### src/rtl/irq_line_router.sv
module irq_line_router #(
  parameter int NUM_IRQ   = 64,
  parameter int NUM_CPU   = 2,
  parameter int CPU_SLOTS = 3,
  localparam int NUM_SPI  = NUM_IRQ - 32,
  localparam int PPI_W    = 32 * NUM_CPU,
  localparam int IN_W     = NUM_SPI + 32 * CPU_SLOTS
) (
  input  logic               clk,
  input  logic               rst,
  input  logic [IN_W-1:0]    irq_in,
  input  logic               cfg_spi_we,
  input  logic [NUM_SPI-1:0] cfg_spi_edge,
  input  logic [NUM_CPU-1:0] cfg_ppi_we,
  input  logic [PPI_W-1:0]   cfg_ppi_edge,
  input  logic [NUM_SPI-1:0] clr_spi,
  input  logic [PPI_W-1:0]   clr_ppi,
  output logic [NUM_SPI-1:0] spi_pend,
  output logic [PPI_W-1:0]   ppi_pend,
  output logic               spi_upd,
  output logic [NUM_CPU-1:0] ppi_upd,
  output logic               map_err
);

  localparam logic [31:0] WIRE_OK = 32'hFFFF_0000;

  function automatic logic [IN_W-1:0] illegal_lines();
    logic [IN_W-1:0] m;
    m = '0;
    for (int i = NUM_SPI; i < IN_W; i++) begin
      if ((i - NUM_SPI) / 32 >= NUM_CPU || (i - NUM_SPI) % 32 < 16) m[i] = 1'b1;
    end
    return m;
  endfunction

  localparam logic [IN_W-1:0] ILLEGAL = illegal_lines();

  logic [NUM_SPI-1:0] spi_in, lvl_s, edge_s, pend_s;

  assign spi_in   = irq_in[NUM_SPI-1:0];
  assign spi_pend = pend_s | (lvl_s & ~edge_s);

  always_ff @(posedge clk) begin
    if (rst) begin
      lvl_s   <= '0;
      edge_s  <= '0;
      pend_s  <= '0;
      spi_upd <= 1'b0;
      map_err <= 1'b0;
    end else begin
      lvl_s   <= spi_in;
      pend_s  <= (pend_s & ~clr_spi) | (spi_in & ~lvl_s & edge_s);
      spi_upd <= |(spi_in ^ lvl_s);
      map_err <= map_err | (|(irq_in & ILLEGAL));
      if (cfg_spi_we) edge_s <= cfg_spi_edge;
    end
  end

  for (genvar c = 0; c < NUM_CPU; c++) begin : g_cpu
    logic [31:0] in_p, lvl_p, edge_p, pend_p;

    assign in_p = irq_in[NUM_SPI + 32*c +: 32] & WIRE_OK;
    assign ppi_pend[32*c +: 32] = pend_p | (lvl_p & ~edge_p);

    always_ff @(posedge clk) begin
      if (rst) begin
        lvl_p      <= '0;
        edge_p     <= '0;
        pend_p     <= '0;
        ppi_upd[c] <= 1'b0;
      end else begin
        lvl_p      <= in_p;
        pend_p     <= (pend_p & ~clr_ppi[32*c +: 32]) | (in_p & ~lvl_p & edge_p);
        ppi_upd[c] <= |(in_p ^ lvl_p);
        if (cfg_ppi_we[c]) edge_p <= cfg_ppi_edge[32*c +: 32] & WIRE_OK;
      end
    end
  end

endmodule


### config.mk
export PLATFORM = sky130hd
export DESIGN_NAME = irq_line_router
export DESIGN_NICKNAME = d
export VERILOG_FILES = /design/src/rtl/irq_line_router.sv
export SDC_FILE = /design/constraint.sdc
export NUM_CORES = 1
export LEC_CHECK = 0
export BUFFER_PORTS_ARGS = -buffer_cell sky130_fd_sc_hd__buf_2
export CORE_AREA = 2 2 164 166
export DETAILED_ROUTE_END_ITERATION = 8
export DIE_AREA = 0 0 166 168
export MAX_ROUTING_LAYER = met4
export SYNTH_ARGS = -nofsm -noshare
export SYNTH_HDL_FRONTEND = slang
export SYNTH_SLANG_ARGS = --single-unit
### constraint.sdc
create_clock -name clk -period 2.4 [get_ports clk]
set_input_delay 0.12 -clock clk [delete_from_list [all_inputs] [get_ports clk]]
set_output_delay 0.12 -clock clk [all_outputs]
set_load 0.01 [all_outputs]
# Word level (Yosys, flattened, before mapping)
# Index checks and enable logic that the tools add are counted.
dict set report totals {
  ff_bits 260
  input_bits 325
  output_inout_bits 100
  wordCells 50
}
dict set report op_classes {
  bitwise_logic 31
  reduce_logical 4
}
# operator count
set op_table {}
lappend op_table {{32-bit bitwise AND} 12}
lappend op_table {{32-bit inverter} 9}
lappend op_table {{32-bit OR} 6}
lappend op_table {{32-bit OR reduction} 3}
lappend op_table {{32-bit bitwise XOR} 3}
lappend op_table {{64-bit OR reduction} 1}
lappend op_table {{1-bit OR} 1}

# Logic depth before layout (Yosys ltp)
# Gate-level depths: netlist of run 1.
dict set report depth {
  word_depth 4
  ltp_mapped 5
  ltp_nobuf 5
}

# Least setup slack after synthesis of run 1
# No wires, ideal clock.
dict set report synth_path {
  path_type {register -> register}
  startpoint {reg lvl_s[16]}
  endpoint {reg spi_upd}
  arrival_time_ps 1003
  slack_ps 1270
  path_stages_with_launch 6
  period_less_slack_ps 1130
  cell_sequence {dfxtp_1 -> inv_1 -> ha_1 -> nand4_1 -> nor4_1 -> a21oi_1}
}
dict set report synth_between {
  elab_chain_len 2
}
# item line_no
set synth_lines {}
lappend synth_lines {{from (decl)} 38} ;# logic [NUM_SPI-1:0] spi_in, lvl_s, edge_s, pend_s;
lappend synth_lines {{from (signal assigned)} 51} ;# lvl_s <= spi_in;
lappend synth_lines {{32-bit bitwise XOR} 53} ;# spi_upd <= |(spi_in ^ lvl_s);
lappend synth_lines {{32-bit OR reduction} 53}
lappend synth_lines {{to (signal assigned)} 53}
lappend synth_lines {{to (decl)} 20} ;# output logic spi_upd,
# Every way passes these cells.
# A chain may end at the register's enable or synchronous reset.

# Worst setup path after layout of run 1
dict set report layout_path {
  startpoint {in irq_in[74]}
  endpoint {reg map_err}
}
dict set report layout_between {
  elab_chain_len 2
}
# item line_no
set layout_lines {}
lappend layout_lines {{from (decl)} 11} ;# input logic [IN_W-1:0] irq_in,
lappend layout_lines {{64-bit OR reduction} 54} ;# map_err <= map_err | (|(irq_in & ILLEGAL));
lappend layout_lines {{1-bit OR} 54}
lappend layout_lines {{to (signal assigned)} 54}
lappend layout_lines {{to (decl)} 22} ;# output logic map_err
# Every way passes these cells.

==> impl_results.md, run 1 <==
- Status: finished, final reports clean
- Clock Pin Slew Worst Setup and Hold Paths: ~0.06 ns
- Post-synth EDFFs: 0
- Slew Viols, Final: 0
- Detailed-route via count: 8516
- Clock buffer depth: 3
- Post-route ant nets: 0
- First-pass GRT wire length: 44.8 mm
- Reg2Reg Depth: 4
- Tot GR Track Use: 0.203
- Share of cells above drive strength 1: 0.280
- Synthesized cell area: 9250 µm²
- Initial antenna violation count: 1
- I/O pins: 425
- Hold_buf cts: 228
- Total grt overflow: 0
- Fin crit period: 1.98 ns
- Fin Clk Skew: 0.00648 ns
- CTS Root Cell: clkbuf_16
- Final Hold Fails: 0
- Fin Setup TNS: 0 ns
- Starting Density: 0.351
- DR pass1 iterations: 4
- Via/cell ratio: about 4.5
- Reg2reg end: map_err$_SDFF_PP0_
- Placement-stage worst setup slack: 0.890 ns
- Vias in the first global route: around 9000
- Pwr dens: 620 nW/µm²
- Buffers & Inverters on Critical Path: 4
- R2R Setup Slk: roughly 0.47 ns
- CP cell instances: dlygate4sd3_1 -> buf_2 -> nor4_1 -> dlygate4sd3_1 -> a41oi_1 -> dlygate4sd3_1
- Leak: 0.00658 µW
- Maximum VDD drop: roughly 0.55 mV
- Clock tree sinks: 228
- WP data arrival: 2.38 ns
- Row count: 60
- Post-cts sizing count: 0
- DRC Markers: 0
- Worst-skew pair later-pin latency: 0.52 ns
- HP Class: in -> reg
- CP Capture Type: flop
- FF-to-FF Start: map_err$_SDFF_PP0_
- Htree depth: 1
- Top post-synthesis cells by area: dfxtp_1, ha_1, mux2i_1, o21bai_1, nand2b_1
- Worst slew margin relative to its limit: 0.583
- Syn_area_per_cell: 9.77 µm²
- Area grow syn2layout: 55.4%
- DR WL/cell: 15.0 µm
- Port bufs: 392
- Worst setup margin: between 0.4 and 0.5 ns
- RSZ-0062 raised after global routing: no
- Die W: 166 µm
- Die height: between 150 and 200 µm
- Final Setup Violations: 0
- Pin count of the biggest net entering global routing: 67
- Mapped Nets: 1336
- Crit Path Max Fanout: 1
- CP dominant cell by count: dlygate4sd3_1
- Critical Path Start Type: primary input
- Worst-Margin Slew: 0.620 ns
- Top cell type's share of synthesized area: 0.493
- DR iter-0 viols: 317
- FF+latch count, synth: 228
- Crit-path slowest cell: dlygate4sd3_1
- Max Cap Viol: 0
- Cell taking the most area after synthesis: dfxtp_1
- Synth Flop Type: dfxtp_1
- Gpl congestion: about 0.9
- Core area: 26400 µm²
- CP top delay family: buffers and inverters
- Drt total wl: between 20 and 30 mm
- Worst setup path class: in -> reg
- TritonCTS Buffers: 25
- Worst setup startpoint: irq_in[74]
- Die area: 27900 µm²
- Sequential fraction of the synthesis area: 0.493
- Crit path required time: 2.80 ns
- Hold EP: g_cpu[0].edge_p[28]$_SDFFE_PP0P_
- Post-synth ARST share: 0
- Synthesis warning total: 0
- Placed wire-length estimate: 20.2 mm
- Hold_sp: rst
- Postcts setup bufs: 0
- # nets final: 1925
- CP peak stage delay: 0.61 ns
- Post-synth cell types: 21
- Synth Instances: between 900 and 1000
- CTS tree: yes
- Hold depth: 2
- Fmax: 505 MHz
- Tcrit/Tclk final: 0.826
- Total power draw: slightly below 9000 µW
-- worst max-delay path by stage --
stage / cells past startpoint / endpoint
2_1_floorplan: 5 / spi_upd$_SDFF_PP0_
3_3_place_gp: 5 / map_err$_SDFF_PP0_
3_5_place_dp: 5 / map_err$_SDFF_PP0_
4_1_cts: 4 / map_err$_SDFF_PP0_
5_1_grt: 6 / map_err$_SDFF_PP0_
6_report: 6 / map_err$_SDFF_PP0_
-- cells in the final DEF (no fill, tap or decap), drive strengths merged, types with 19 or more instances in the layout --
master / instances
nor2: 67
clkbuf: 37
dfxtp: 228
nand2: 65
nor2b: 64
a21oi: 65
ha: 64
dlygate4sd3: 228
nor4: 20
nand2b: 64
inv: 65
o21bai: 64
mux2i: 64
nand4: 19
nor3b: 32
buf: 399
-- synth_stat cells, types with 21 or more instances --
master and instances:
nor2b_1 64, o21bai_1 64, buf_2 21, buf_4 34, dfxtp_1 228, inv_1 64, nor3b_1 32, ha_1 64
mux2i_1 64, nand2b_1 64, a21oi_1 65, nand2_1 64, nor2_1 67
-- flip-flops by register name, indices dropped and copies added (netlist names) --
name and flops:
edge_s 32, pend_s 32, map_err 1, lvl_s 32
ppi_upd 2, g_cpu.lvl_p 32, g_cpu.edge_p 32, g_cpu.pend_p 64
spi_upd 1
-- metal layers --
metal  up-vias  share of wire  track usage
li1       4307              -            -
met1      3858           0.40        0.217
met2       294           0.51        0.378
met3        57          0.056       0.0369
met4         0          0.035       0.0688
met5         -              0            -
-- cell type report --
cell class              instances  area [µm²]
clock buffers                  37         721
clock inverters                 3        43.8
inverters                      64         240
fillers                      2296       12000
diodes                          1        2.50
well taps                     341         427
flip-flops and latches        228        4560
multi-input cells             590        4050
repair buffers                627        4330
-- through the flow --
stage	std cells	util	hold WS [ns]	cell area, µm²
final	1891	0.546	0.00348	14400
after CTS	1890	0.545	0.000381	14400
after global routing	1891	0.546	0.0214	14400
after floorplan	947	-	0.196	9250
after global placement	1622	0.430	0.281	11300
after detailed placement	1622	0.430	0.283	11300
-- power breakdown --
part | switching (µW) | internal, µW
logic | 535 | 705
registers | 77.8 | 3940
clock network | 1490 | 2160
total | 2100 | 6810
-- cell families after synthesis --
family,synth area share
and+or+nand+nor,0.194
DFF,0.493
buffers and inverters,0.0690
AOI/OAI and AO/OA,0.0880
adders and majority gates,0.0865
muxes,0.0692
(Power assumes the default switching activity.)
==> run 2: changes to the inputs <==
--- a/config.mk
+++ b/config.mk
@@ -6,9 +6,9 @@
 export NUM_CORES = 1
 export LEC_CHECK = 0
 export BUFFER_PORTS_ARGS = -buffer_cell sky130_fd_sc_hd__buf_2
-export CORE_AREA = 2 2 164 166
+export CORE_AREA = 2 2 166 168
 export DETAILED_ROUTE_END_ITERATION = 8
-export DIE_AREA = 0 0 166 168
+export DIE_AREA = 0 0 168 170
 export MAX_ROUTING_LAYER = met4
 export SYNTH_ARGS = -nofsm -noshare
 export SYNTH_HDL_FRONTEND = slang
==> constraint.sdc (replaced) <==
create_clock -name clk -period 1.9 [get_ports clk]
set_input_delay 0.095 -clock clk [delete_from_list [all_inputs] [get_ports clk]]
set_output_delay 0.095 -clock clk [all_outputs]
set_load 0.01 [all_outputs]
==> run 2 against run 1 <==
Against the previous run: die area rose by 2.4%; sequential cell count did not move; sequential share of layout area fell by 0.96 points; cell count rose by 2.3%; via count rose by 3.2%; clock power rose by 35%; highest routed layer unchanged.
==> impl_results.md, run 2 (synthesis results as in run 1) <==
- CP peak stage delay: 0.58 ns
- Port bufs: 392
- Clock tree sinks: 228
- Post-route ant nets: 0
- Worst-skew pair later-pin latency: 0.53 ns
- Worst slew margin relative to its limit: 0.601
- Fin crit period: 1.80 ns
- Fin Setup TNS: 0 ns
- Area grow syn2layout: 60.2%
- Maximum VDD drop: 0.625 mV
- Crit path required time: 2.31 ns
- CTS Root Cell: clkbuf_16
- Tcrit/Tclk final: 0.949
- Worst setup startpoint: irq_in[127]
- Final Hold Fails: 0
- WP data arrival: 2.21 ns
- Share of cells above drive strength 1: 0.278
- DR iter-0 viols: 313
- Gpl congestion: around 0.8
- Largest Register: g_cpu.pend_p
- Max Cap Viol: 0
- WHS: between 0.03 and 0.04 ns
- First-pass GRT wire length: 46.0 mm
- Status: finished, final reports clean
- Crit-path slowest cell: dlygate4sd3_1
- Hold_sp: rst
- Drt total wl: 29.3 mm
- Detailed-route via count: ~8800
- Tot GR Track Use: 0.206
- Pin count of the biggest net entering global routing: 59
- Final Setup Violations: 0
- CP dominant cell by count: dlygate4sd3_1
- Die area: approximately 29000 µm²
- Core area: 26700 µm²
- CP top delay family: buffers and inverters
- CP cell instances: dlygate4sd3_1 -> buf_2 -> nor4_1 -> dlygate4sd3_1 -> a41oi_1 -> dlygate4sd3_1
- DR pass1 iterations: 4
- Vias in the first global route: 9231
- Crit Path Max Fanout: 1
- Htree depth: 1
- Row count: 60
- Placed wire-length estimate: 20.1 mm
- Reg area: ~4600 µm²
- Fmax: 555 MHz
- RSZ-0062 raised after global routing: no
- Filler instances: 2306
- Worst setup path class: in -> reg
- I/O pins: 425
- Critical Path Start Type: primary input
- Worst-Margin Slew: 0.599 ns
- Area of the multi-input gates: 4050 µm²
- Max reg flops: 64
- Clock buffer depth: 3
- DR WL/cell: 15.2 µm
- Initial antenna violation count: 3
- FF-to-FF Start: map_err$_SDFF_PP0_
- DRC Markers: 0
- Slew Viols, Final: 0
- Fin Clk Skew: approximately 0.019 ns
- Die height: between 150 and 200 µm
- Via/cell ratio: 4.54
- Buffers & Inverters on Critical Path: 4
- Total grt overflow: 0
- CP Capture Type: flop
- # nets final: 1960
- Most frequent cells in the layout: buf_2, dlygate4sd3_1, dfxtp_1
- Pwr dens: roughly 780 nW/µm²
- Clock Pin Slew Worst Setup and Hold Paths: 0.06 ns
- Die W: 168 µm
- HP Class: in -> reg
- TritonCTS Buffers: 26
- CTS tree: yes
- Leak: 0.00684 µW
- Starting Density: 0.347
- Most common cell after layout, fill and taps aside: buf_2
[run 2: cell types whose count changed in the layout (fill, tap and decap cells not counted)]
cell,previous run,this run
dlygate4sd3_1,228,262
clkinv_2,1,4
clkbuf_8,5,7
diode_2,1,3
buf_12,2,3
buf_4,5,4
clkbuf_16,25,26
clkinv_4,0,1
clkinv_8,0,1
clkinvlp_4,0,1
inv_6,1,0
[run 2: final cells by class]
type / count / share of cell area
Multi-Input combinational cell: 590 / 0.273
Sequential cell: 228 / 0.308
Inverter: 64 / 0.0162
Timing Repair Buffer: 661 / 0.316
Antenna cell: 3 / 0.000506
Clock inverter: 8 / 0.00557
Clock buffer: 40 / 0.0522
Tap cell: 341 / 0.0288
[run 2: what timing repair did]
item	CTS	global route
hold buffers	262	0
endpoints found under the hold margin	225	0
resized for setup	0	0
buffers inserted	0	0
[run 2: per-stage QoR]
step | utilization | cells | total power (µW) | instance area (µm²) | setup WS [ns]
2_1_floorplan | - | 947 | 5740 | 9250 | 0.770
3_3_place_gp | 0.425 | 1622 | 6340 | 11300 | 0.301
3_5_place_dp | 0.425 | 1622 | 6360 | 11300 | 0.324
4_1_cts | 0.556 | 1932 | 11800 | 14800 | 0.102
5_1_grt | 0.556 | 1935 | 12200 | 14800 | 0.0412
6_report | 0.556 | 1935 | 11600 | 14800 | 0.0970
[run 2: final timing paths]
path	end	slack (ns)	depth (start not counted)
max	map_err$_SDFF_PP0_	0.1	6
min	g_cpu[1].pend_p[9]$_SDFF_PP0_	0.03	2
max reg2reg	map_err$_SDFF_PP0_	0.1	4
min reg2reg	pend_s[30]$_SDFF_PP0_	0.46	2
[run 2: layer usage]
metal,routed length (µm),up-vias,global-route usage
li1,-,4383,-
met1,11500,4023,0.218
met2,15100,313,0.384
met3,1860,70,0.0407
met4,958,0,0.0673
met5,0,-,-
[run 2: report_power, final]
part | internal (µW) | switching [µW] | total (µW)
clock network | 2940 | 2000 | 4940
logic | 935 | 688 | 1620
registers | 4980 | 99.2 | 5080
total | 8850 | 2790 | 11600
[run 2: worst reg2reg max path: stages (launching register included)]
cell           delay (ns)
dfxtp_1              0.31
nor4_1               0.15
dlygate4sd3_1        0.58
a41oi_1              0.08
dlygate4sd3_1        0.57
==> run 3: changes to the inputs <==
--- a/config.mk
+++ b/config.mk
@@ -6,9 +6,9 @@
 export NUM_CORES = 1
 export LEC_CHECK = 0
 export BUFFER_PORTS_ARGS = -buffer_cell sky130_fd_sc_hd__buf_2
-export CORE_AREA = 2 2 166 168
+export CORE_AREA = 2 2 164 166
 export DETAILED_ROUTE_END_ITERATION = 8
-export DIE_AREA = 0 0 168 170
+export DIE_AREA = 0 0 166 168
 export MAX_ROUTING_LAYER = met4
 export SYNTH_ARGS = -nofsm -noshare
 export SYNTH_HDL_FRONTEND = slang
==> constraint.sdc (replaced) <==
create_clock -name clk -period 2.2 [get_ports clk]
set_input_delay 0.11 -clock clk [delete_from_list [all_inputs] [get_ports clk]]
set_output_delay 0.11 -clock clk [all_outputs]
set_load 0.01 [all_outputs]
==> run 3 against run 2 <==
Against the previous run: count of clock-buffer cells in the layout is 8 lower; sequential share of layout area is 0.87 points higher; global-route usage decreased by 0.54 points; highest routed layer unchanged; register-to-register slack better by 0.18 ns; sequential cell count stayed put; sequential power fell by 14%; critical path depth did not move; clock power shrank 16%; cell count fell by 2.2%.
==> impl_results.md, run 3 (synthesis results as in run 1) <==
- Tcrit/Tclk final: 0.884
- Drt total wl: between 20 and 30 mm
- Clock Pin Slew Worst Setup and Hold Paths: 0.06 ns
- TritonCTS Buffers: 25
- Sw frac: 0.235
- Total power draw: 9880 µW
- Final Setup Violations: 0
- Most frequent cells in the layout: buf_2, dfxtp_1, dlygate4sd3_1
- Clock tree sinks: 228
- Crit Path Max Fanout: 1
- Core area: 26400 µm²
- HP Class: in -> reg
- Fin crit period: 1.94 ns
- Critical Path Start Type: primary input
- Worst-skew pair later-pin latency: 0.52 ns
- Switching power: 2320 µW
- DR pass1 iterations: 4
- DRC Markers: 0
- Area of the multi-input gates: 4050 µm²
- Htree depth: 1
- Max Cap Viol: 0
- Placement-stage worst setup slack: 0.679 ns
- Tot GR Track Use: 0.200
- CP top delay family: buffers and inverters
- Fmax: 514 MHz
- DR iter-0 viols: 321
- Die W: 166 µm
- Most common cell after layout, fill and taps aside: buf_2
- Placed wire-length estimate: roughly 20 mm
- CP cell instances: dlygate4sd3_1 -> buf_2 -> nor4_1 -> dlygate4sd3_1 -> a41oi_1 -> dlygate4sd3_1
- Share of cells above drive strength 1: 0.282
- Finished Cell Area: 14400 µm²
- Area grow syn2layout: 55.8%
- Row count: 60
- Clk network pwr share: 0.419
- WP data arrival: 2.35 ns
- Placed cell areas: between 10000 and 15000 µm²
- Starting Density: 0.351
- CP Capture Type: flop
- RSZ-0062 raised after global routing: no
- Fin Clk Skew: 0.0179 ns
- R2R Setup Slk: 0.28 ns
- Pwr dens: 685 nW/µm²
- Gpl congestion: 0.863
- Buffers & Inverters on Critical Path: 4
- Clock buffer depth: 3
- Layout Utilization: 0.547
- CP dominant cell by count: dlygate4sd3_1
- Worst setup margin: 0.255 ns
- Internal: 7560 µW
- Port bufs: 392
- Status: finished, final reports clean
- Post-route ant nets: 0
- Detailed-route via count: between 8000 and 9000
- Crit path required time: 2.60 ns
- Postcts setup bufs: 0
- Total grt overflow: 0
- Die area: ~28000 µm²
- Maximum VDD drop: around 0.52 mV
- First-pass GRT wire length: 44.2 mm
- Worst slew margin relative to its limit: 0.615
- CTS tree: yes
- Slew Viols, Final: 0
- # nets final: 1923
- Fin Setup TNS: 0 ns
- DR WL/cell: 14.9 µm
- Crit-path slowest cell: dlygate4sd3_1
- Die height: between 150 and 200 µm
- Worst setup path class: in -> reg
- Via/cell ratio: 4.53
- Vias in the first global route: 8861
- Pin count of the biggest net entering global routing: 60
- CTS Root Cell: clkbuf_16
- I/O pins: 425
- Logic pwr share: 0.137
- Reg area: 4560 µm²
- Sequential power share: 0.444
- Initial antenna violation count: 3
- Filler instances: 2326
- Final Hold Fails: 0
- Worst-Margin Slew: 0.577 ns
- Max reg flops: 64
- Largest Register: g_cpu.pend_p
- CP peak stage delay: 0.59 ns
- Leak: 0.00660 µW
==> run 3: changes by cell type in the layout (fill, tap and decap cells not counted), sizes merged <==
cell | previous run | this run
dlygate4sd3 | 262 | 227
clkbuf | 40 | 32
bufinv | 1 | 3
buf | 399 | 398
clkinv | 6 | 5
clkinvlp | 1 | 0
inv | 64 | 65
==> run 3: final cells by class <==
type	instances	area share
clock buffers	32	0.0466
repair buffers	625	0.301
clock inverters	9	0.00859
multi-input cells	590	0.281
diodes	3	0.000521
inverters	64	0.0167
flip-flops and latches	228	0.317
well taps	341	0.0296
==> run 3: power groups by stage <==
stage	Clock [µW]	Combinational (µW)	Sequential, µW
detailed placement	0	1030	4470
finish	4140	1360	4380
CTS	4250	1360	4380
floorplan	0	509	4450
global placement	0	1010	4470
global route	4430	1490	4400
==> run 3: timing repair <==
item                                   in CTS  in global routing
gates resized for setup                     0                  0
hold buffers                              227                  0
setup endpoints to repair                   0                  0
endpoints found under the hold margin     225                  0
==> run 3: worst paths after layout <==
path | end | cells past startpoint | start
min | g_cpu[0].edge_p[26]$_SDFFE_PP0P_ | 2 | rst
max reg2reg | map_err$_SDFF_PP0_ | 4 | map_err$_SDFF_PP0_
min reg2reg | pend_s[4]$_SDFF_PP0_ | 2 | pend_s[4]$_SDFF_PP0_
max | map_err$_SDFF_PP0_ | 6 | irq_in[74]
==> run 3: through the flow <==
step	std cells	hold slack, ns
4_1_cts	1889	0.00350
6_report	1892	0.00935
3_5_place_dp	1621	0.272
5_1_grt	1892	0.0162
2_1_floorplan	947	0.186
3_3_place_gp	1621	0.272
==> run 3: per-layer routing <==
metal / share of wire / GRT usage / wire, µm
met5: 0 / - / 0
met4: 0.030 / 0.0643 / 844
met3: 0.058 / 0.0341 / 1630
met2: 0.51 / 0.374 / 14400
met1: 0.40 / 0.216 / 11200
